File: src/rtl/mdma_pkg.sv
package mdma_pkg;
   localparam int MDMA_NDIM = 4;
   localparam int MDMA_DW   = $clog2(MDMA_NDIM);

   typedef enum logic [MDMA_DW-1:0] {
      LVL_ROW  = 2'd0,
      LVL_D2   = 2'd1,
      LVL_D3   = 2'd2,
      LVL_D4   = 2'd3
   } mdma_level_e;
endpackage

File: src/rtl/mdma_dim_cnt.sv
module mdma_dim_cnt #(
   parameter int CNT_W = 12
) (
   input  logic             clk,
   input  logic             rst_n,
   input  logic             load_i,
   input  logic [CNT_W-1:0] cur_ld_i,
   input  logic [CNT_W-1:0] base_ld_i,
   input  logic             step_i,
   output logic             last_o
);
   localparam logic [CNT_W-1:0] ONE = CNT_W'(1);

   logic [CNT_W-1:0] cur_q;
   logic [CNT_W-1:0] base_q;

   always_ff @(posedge clk) begin
      if (!rst_n) begin
         cur_q  <= '0;
         base_q <= '0;
      end else if (load_i) begin
         cur_q  <= cur_ld_i;
         base_q <= base_ld_i;
      end else if (step_i) begin
         cur_q  <= (cur_q == ONE) ? base_q : cur_q - ONE;
      end
   end

   assign last_o = (cur_q == ONE);
endmodule

File: src/rtl/mdma_roll_dec.sv
module mdma_roll_dec
   import mdma_pkg::*;
#(
   parameter int NDIM = MDMA_NDIM,
   localparam int DW  = $clog2(NDIM)
) (
   input  logic            adv_i,
   input  logic [DW-1:0]   dims_i,
   input  logic [NDIM-1:0] last_i,
   input  logic            mask_en_i,
   input  logic [DW-1:0]   mask_dim_i,
   output logic [NDIM-2:0] step_o,
   output logic [NDIM-2:0] ofs_sel_o,
   output logic            fin_o,
   output logic            mask_hit_o
);
   logic [NDIM-1:0] roll;

   assign roll[0] = adv_i & last_i[0];

   for (genvar k = 1; k < NDIM; k++) begin : g_chain
      assign roll[k] = roll[k-1] & (dims_i >= DW'(k)) & last_i[k];
   end

   assign fin_o = roll[dims_i];

   for (genvar j = 0; j < NDIM-1; j++) begin : g_sel
      assign step_o[j]    = roll[j] & (dims_i > DW'(j));
      assign ofs_sel_o[j] = roll[j] & ~roll[j+1] & ~fin_o;
   end

   assign mask_hit_o = mask_en_i & roll[mask_dim_i];
endmodule

File: src/rtl/mdma_ofs_add.sv
module mdma_ofs_add #(
   parameter int ADDR_W = 32,
   parameter int OFS_W  = 28,
   parameter int NSEL   = 3,
   parameter int STEP   = 8
) (
   input  logic [ADDR_W-1:0]            addr_i,
   input  logic [NSEL-1:0][OFS_W-1:0]   ofs_i,
   input  logic [NSEL-1:0]              sel_i,
   output logic [ADDR_W-1:0]            addr_o
);
   logic [ADDR_W-1:0] delta;

   always_comb begin
      delta = ADDR_W'(STEP);
      for (int j = 0; j < NSEL; j++) begin
         if (sel_i[j]) delta = delta + ADDR_W'($signed(ofs_i[j]));
      end
   end

   assign addr_o = addr_i + delta;
endmodule

File: src/rtl/mdma_addr_gen.sv
module mdma_addr_gen
   import mdma_pkg::*;
#(
   parameter int ADDR_W     = 32,
   parameter int SIZE_W     = 16,
   parameter int CNT_W      = 12,
   parameter int OFS_W      = 28,
   parameter int BEAT_BYTES = 8
) (
   input  logic              clk,
   input  logic              rst_n,
   input  logic              load_i,
   input  logic [ADDR_W-1:0] start_addr_i,
   input  logic [SIZE_W-1:0] size_i,
   input  logic [1:0]        dims_i,
   input  logic [CNT_W-1:0]  cnt2_i,
   input  logic [CNT_W-1:0]  bcnt2_i,
   input  logic [OFS_W-1:0]  ofs2_i,
   input  logic [CNT_W-1:0]  cnt3_i,
   input  logic [CNT_W-1:0]  bcnt3_i,
   input  logic [OFS_W-1:0]  ofs3_i,
   input  logic [CNT_W-1:0]  cnt4_i,
   input  logic [OFS_W-1:0]  ofs4_i,
   input  logic              mask_en_i,
   input  logic [1:0]        mask_dim_i,
   input  logic              beat_i,
   input  logic              dest_done_i,
   output logic [ADDR_W-1:0] addr_o,
   output logic              active_o,
   output logic              done_o,
   output logic              mask_o,
   output logic              cfg_err_o
);
   localparam int NDIM = MDMA_NDIM;
   localparam int NOUT = NDIM - 1;
   localparam logic [SIZE_W-1:0] SIZE_STEP = SIZE_W'(BEAT_BYTES);
   localparam logic [SIZE_W-1:0] ALIGN_MSK = SIZE_W'(BEAT_BYTES - 1);

   if (OFS_W >= ADDR_W) begin : g_bad_ofs
      $error("mdma_addr_gen: OFS_W must be narrower than ADDR_W");
   end
   if ((BEAT_BYTES & (BEAT_BYTES - 1)) != 0) begin : g_bad_beat
      $error("mdma_addr_gen: BEAT_BYTES must be a power of two");
   end
   if (SIZE_W <= $clog2(BEAT_BYTES)) begin : g_bad_size
      $error("mdma_addr_gen: SIZE_W too small for BEAT_BYTES");
   end

   logic [ADDR_W-1:0]          addr_q, addr_nx;
   logic [SIZE_W-1:0]          size_q, size_base_q;
   logic [1:0]                 dims_q, mask_dim_q;
   logic                       mask_en_q;
   logic [NOUT-1:0][OFS_W-1:0] ofs_q;
   logic                       active_q, done_q, mask_q, err_q;

   logic [NDIM-1:0]            last;
   logic [NOUT-1:0]            steps, ofs_sel;
   logic                       fin, mask_hit, adv, cfg_bad;
   logic [NOUT-1:0][CNT_W-1:0] cur_in, base_in;

   assign cur_in  = {cnt4_i, cnt3_i, cnt2_i};
   assign base_in = {cnt4_i, bcnt3_i, bcnt2_i};

   assign adv     = beat_i & active_q & ~load_i;
   assign last[0] = (size_q == SIZE_STEP);

   always_comb begin
      cfg_bad = (size_i == '0) || ((size_i & ALIGN_MSK) != '0);
      if (dims_i >= 2'd1 && cnt2_i == '0) cfg_bad = 1'b1;
      if (dims_i >= 2'd2 && (bcnt2_i == '0 || cnt3_i == '0)) cfg_bad = 1'b1;
      if (dims_i == 2'd3 && (bcnt3_i == '0 || cnt4_i == '0)) cfg_bad = 1'b1;
   end

   for (genvar j = 0; j < NOUT; j++) begin : g_dim
      mdma_dim_cnt #(.CNT_W(CNT_W)) u_cnt (
         .clk       (clk),
         .rst_n     (rst_n),
         .load_i    (load_i),
         .cur_ld_i  (cur_in[j]),
         .base_ld_i (base_in[j]),
         .step_i    (steps[j]),
         .last_o    (last[j+1])
      );
   end

   mdma_roll_dec #(.NDIM(NDIM)) u_dec (
      .adv_i      (adv),
      .dims_i     (dims_q),
      .last_i     (last),
      .mask_en_i  (mask_en_q),
      .mask_dim_i (mask_dim_q),
      .step_o     (steps),
      .ofs_sel_o  (ofs_sel),
      .fin_o      (fin),
      .mask_hit_o (mask_hit)
   );

   mdma_ofs_add #(
      .ADDR_W (ADDR_W),
      .OFS_W  (OFS_W),
      .NSEL   (NOUT),
      .STEP   (BEAT_BYTES)
   ) u_add (
      .addr_i (addr_q),
      .ofs_i  (ofs_q),
      .sel_i  (ofs_sel),
      .addr_o (addr_nx)
   );

   always_ff @(posedge clk) begin
      if (!rst_n) begin
         addr_q      <= '0;
         size_q      <= '0;
         size_base_q <= '0;
         dims_q      <= '0;
         mask_dim_q  <= '0;
         mask_en_q   <= 1'b0;
         ofs_q       <= '0;
         active_q    <= 1'b0;
         done_q      <= 1'b0;
         mask_q      <= 1'b0;
         err_q       <= 1'b0;
      end else if (load_i) begin
         addr_q      <= start_addr_i;
         size_q      <= size_i;
         size_base_q <= size_i;
         dims_q      <= dims_i;
         mask_dim_q  <= mask_dim_i;
         mask_en_q   <= mask_en_i;
         ofs_q       <= {ofs4_i, ofs3_i, ofs2_i};
         active_q    <= ~cfg_bad;
         err_q       <= cfg_bad;
         done_q      <= 1'b0;
         mask_q      <= 1'b0;
      end else begin
         if (adv) begin
            addr_q <= addr_nx;
            size_q <= last[0] ? size_base_q : size_q - SIZE_STEP;
            if (fin) begin
               active_q <= 1'b0;
               done_q   <= 1'b1;
            end
         end
         if (mask_hit)         mask_q <= 1'b1;
         else if (dest_done_i) mask_q <= 1'b0;
      end
   end

   assign addr_o    = addr_q;
   assign active_o  = active_q;
   assign done_o    = done_q;
   assign mask_o    = mask_q;
   assign cfg_err_o = err_q;
endmodule

File: config.mk
export PLATFORM = sky130hd
export DESIGN_NAME = mdma_addr_gen
export DESIGN_NICKNAME = d
export VERILOG_FILES = /design/src/rtl/mdma_pkg.sv /design/src/rtl/mdma_dim_cnt.sv /design/src/rtl/mdma_roll_dec.sv /design/src/rtl/mdma_ofs_add.sv /design/src/rtl/mdma_addr_gen.sv
export SDC_FILE = /design/constraint.sdc
export NUM_CORES = 1
export LEC_CHECK = 0
export BUFFER_PORTS_ARGS = -buffer_cell sky130_fd_sc_hd__buf_2
export CORE_AREA = 3 3 216 218
export CTS_CLUSTER_SIZE = 8
export DETAILED_ROUTE_END_ITERATION = 8
export DIE_AREA = 0 0 219 221
export PLACE_DENSITY_LB_ADDON = 0.12
export SLEW_MARGIN = 40
export SYNTH_ARGS = -nofsm -noshare
export SYNTH_HDL_FRONTEND = slang
export SYNTH_SLANG_ARGS = --single-unit
File: constraint.sdc
create_clock -name clk -period 10.4 [get_ports clk]
set_input_delay 0.52 -clock clk [delete_from_list [all_inputs] [get_ports clk]]
set_output_delay 0.52 -clock clk [all_outputs]
set_load 0.005 [all_outputs]
==> metrics <==
Final Core Density=0.406; post-cts sizing count=0; vias in the first global route=14530; Worst VDD drop=0.0924 mV; final wirelength=52200 microns; placed insts=about 2800; mux cell area share after synthesis=0.0824; Main synth FF type=dfxtp_1; syn nets=2309; crit path launch type=flop; Vias/cell=~5.4; DRC viols=0; full die area=48400 sq um; simple-gate portion of the synthesized area=0.209; Fillers=4643; top cell type's share of synthesized area=0.292; EDFF count, synth=0; largest net degree at the start of global routing=129; P_int=1.68 mW; CP Capture Type=flop; Lkg Pwr=8.24 nW; hold buffers post-CTS=0; antenna diode count=0; largest fanout on the critical path=22; Fin Hold WS=211 ps; Synth Area in XOR/XNOR=0.0625; Synth area leaders=dfxtp_1 29%, ha_1 8.1%, mux2i_1 7.6%, nor2_1 7.2%, a21oi_1 6.4%; Critical Path Most Common Cell=a21oi_1; routed length on met2=24300 microns; Rows=78; internal reg-to-reg setup slack=around 1800 ps; routability congestion estimate=0.877; RSZ-0062 raised after global routing=no; CP peak stage delay=between 400 and 500 ps; Clk pin slew, worst setup/hold paths=50 ps; initial antenna violation count=6; via count=between 15000 and 20000; clock tree buffer depth=3; most frequent cell after synthesis=nor2_1; post-synthesis compound-gate area fraction=0.232; Switch Pwr=around 0.65 mW; # clock sinks=229; Antenna Nets Post-Route=0; H-Tree Depth=2; #FFs+latches synth=229; switching share of power=0.278; Slew Limit Fails=0; Post-Layout Cell Count=2798; grt ovf=0; Total GRT Usage=0.211; adder-cell share of the synthesized area=0.0866; critical path class=reg -> reg; worst slew pin tran=849 ps; TritonCTS clock tree=done; first drt pass iteration count=6; combinational fraction of design power=0.141; ys async rst share=0; HP Class=in -> reg; first-pass GRT wire length=between 80000 and 90000 microns; main combinational cell family by area after synthesis=compound AO/OA/AOI/OAI gates; CTS root buffer=clkbuf_16; PD cells=127 nW/um^2; dpl cell area=17400 sq um; fin area=approximately 18000 sq um; unique cell type count in the Yosys netlist=80; fin crit period=8590 ps; status=finished clean; setup TNS=0 ps; synth cell count leaders=299 x nor2_1, 229 x dfxtp_1, 200 x a21oi_1, 177 x nand2_1, 119 x mux2i_1; Cells after Synth=between 2000 and 2500; clk_lat worst skew=540 ps; final setup vio count=0; Hold Fails Final Rpt=0; Synth Warn #=0; Area Growth Syn to Fin=16.8%; post-synth top area cell=dfxtp_1; Setup Skew=16.6 ps; top layer in use=met5; Max-Cap Viols=0; CP arrival=9010 ps; Top Ports=238; share of layout cells above drive strength 1=0.152; met3 wire len=2830 microns; Seq pwr share=0.423; Netlist Area Pre-Place=~16000 sq um; die width=between 200 and 250 microns; DR iter-0 viols=1024; Seq/Total Area, Yosys=0.292; fin crit share=0.826; mean post-synth cell area=a little under 8 sq um; initial core utilization=0.348; CP Data Required Time=10820 ps; Num CTS Buffers=35; drt wl/cell=about 19 microns; Critical-path top delay cell=o41ai_1; Port Buf Inserts=237; relative slew slack=0.434; wl on met1=23400 microns; Die Ht=about 220 microns; detailed placer's ending HPWL=39300 microns; Total Nets Final=2500; maximum clock rate=roughly 120 MHz; clock group share of total power=0.436; core area=45100 sq um; postcts setup bufs=0
[metal layers]
layer	vias up	track usage
met5	-	0
met4	12	0.0682
met3	88	0.0412
met2	344	0.351
met1	6963	0.273
li1	7608	-
[registers in the layout (all words and copies together), names as in the netlist]
| name | count |
|---|---|
| mask_dim_q | 2 |
| ofs_q | 84 |
| size_q | 16 |
| mask_o | 1 |
| g_dim.u_cnt.base_q | 36 |
| size_base_q | 16 |
| active_o | 1 |
| dims_q | 2 |
| cfg_err_o | 1 |
| g_dim.u_cnt.cur_q | 36 |
| done_o | 1 |
| mask_en_q | 1 |
| addr_o | 32 |
[cell usage in the layout (no fill, tap or decap), types with 24 or more instances in the layout]
cell | netlist | final
nor2_1 | 299 | 299
buf_2 | 4 | 236
dfxtp_1 | 229 | 229
a21oi_1 | 200 | 200
nand2_1 | 177 | 177
mux2i_1 | 119 | 119
o21ai_0 | 110 | 110
ha_1 | 102 | 102
xnor2_1 | 73 | 73
a21o_1 | 54 | 54
inv_1 | 42 | 42
nand3_1 | 40 | 40
xor2_1 | 39 | 39
clkbuf_16 | 0 | 35
nor3_1 | 29 | 29
a211oi_1 | 28 | 28
nor4_1 | 27 | 26
nand4_1 | 24 | 24
[cells by family after synthesis]
family / count (synthesis)
AOI/OAI and AO/OA: 573
xor gates and xnor gates: 112
adders and majority gates: 107
buffers and inverters: 142
DFF: 229
muxes: 128
and+or+nand+nor: 711
[path summary, 6_finish.rpt]
check             startpoint          to  depth (start not counted)
setup / recovery  size_q[11]  addr_o[31]                         37
hold / removal     ofs4_i[2]   ofs_q[58]                          3
setup reg to reg  size_q[11]  addr_o[31]                         37
hold reg to reg       done_o      done_o                          2
[worst max-delay path, delay by kind of cell (launching register included)]
family                   cells  cell delay (ps)
XOR/XNOR                     4              590
adder cells (fa/ha/maj)      3             1050
flip-flops                   1              370
AND/OR/NAND/NOR              7             1800
AO/OA/AOI/OAI               22             4350
buffers and inverters        1              310
[metrics by stage]
step	total power, mW	setup slack [ps]
after global placement	1.33	1650
final	2.33	1810
after CTS	2.37	1800
after detailed placement	1.33	1530
after floorplan	1.20	2320
after global routing	2.45	984
[cell type report]
cell class,count,area (sq um),share of cell area
sequential,229,4580,0.250
timing repair buffer,252,1320,0.0721
inverter,44,170,0.00929
clock buffer,39,901,0.0492
tap,600,751,0.0410
multi-input combinational,1631,10600,0.576
clock inverter,3,41.3,0.00225
[power groups by stage]
stage | combinational, mW | clock [mW] | sequential, mW
floorplan | 0.222 | 0 | 0.982
global placement | 0.326 | 0 | 1.00
detailed placement | 0.330 | 0 | 1.00
CTS | 0.332 | 1.06 | 0.985
global route | 0.371 | 1.09 | 0.992
finish | 0.329 | 1.01 | 0.986
Power figures use the tool's default switching activity.
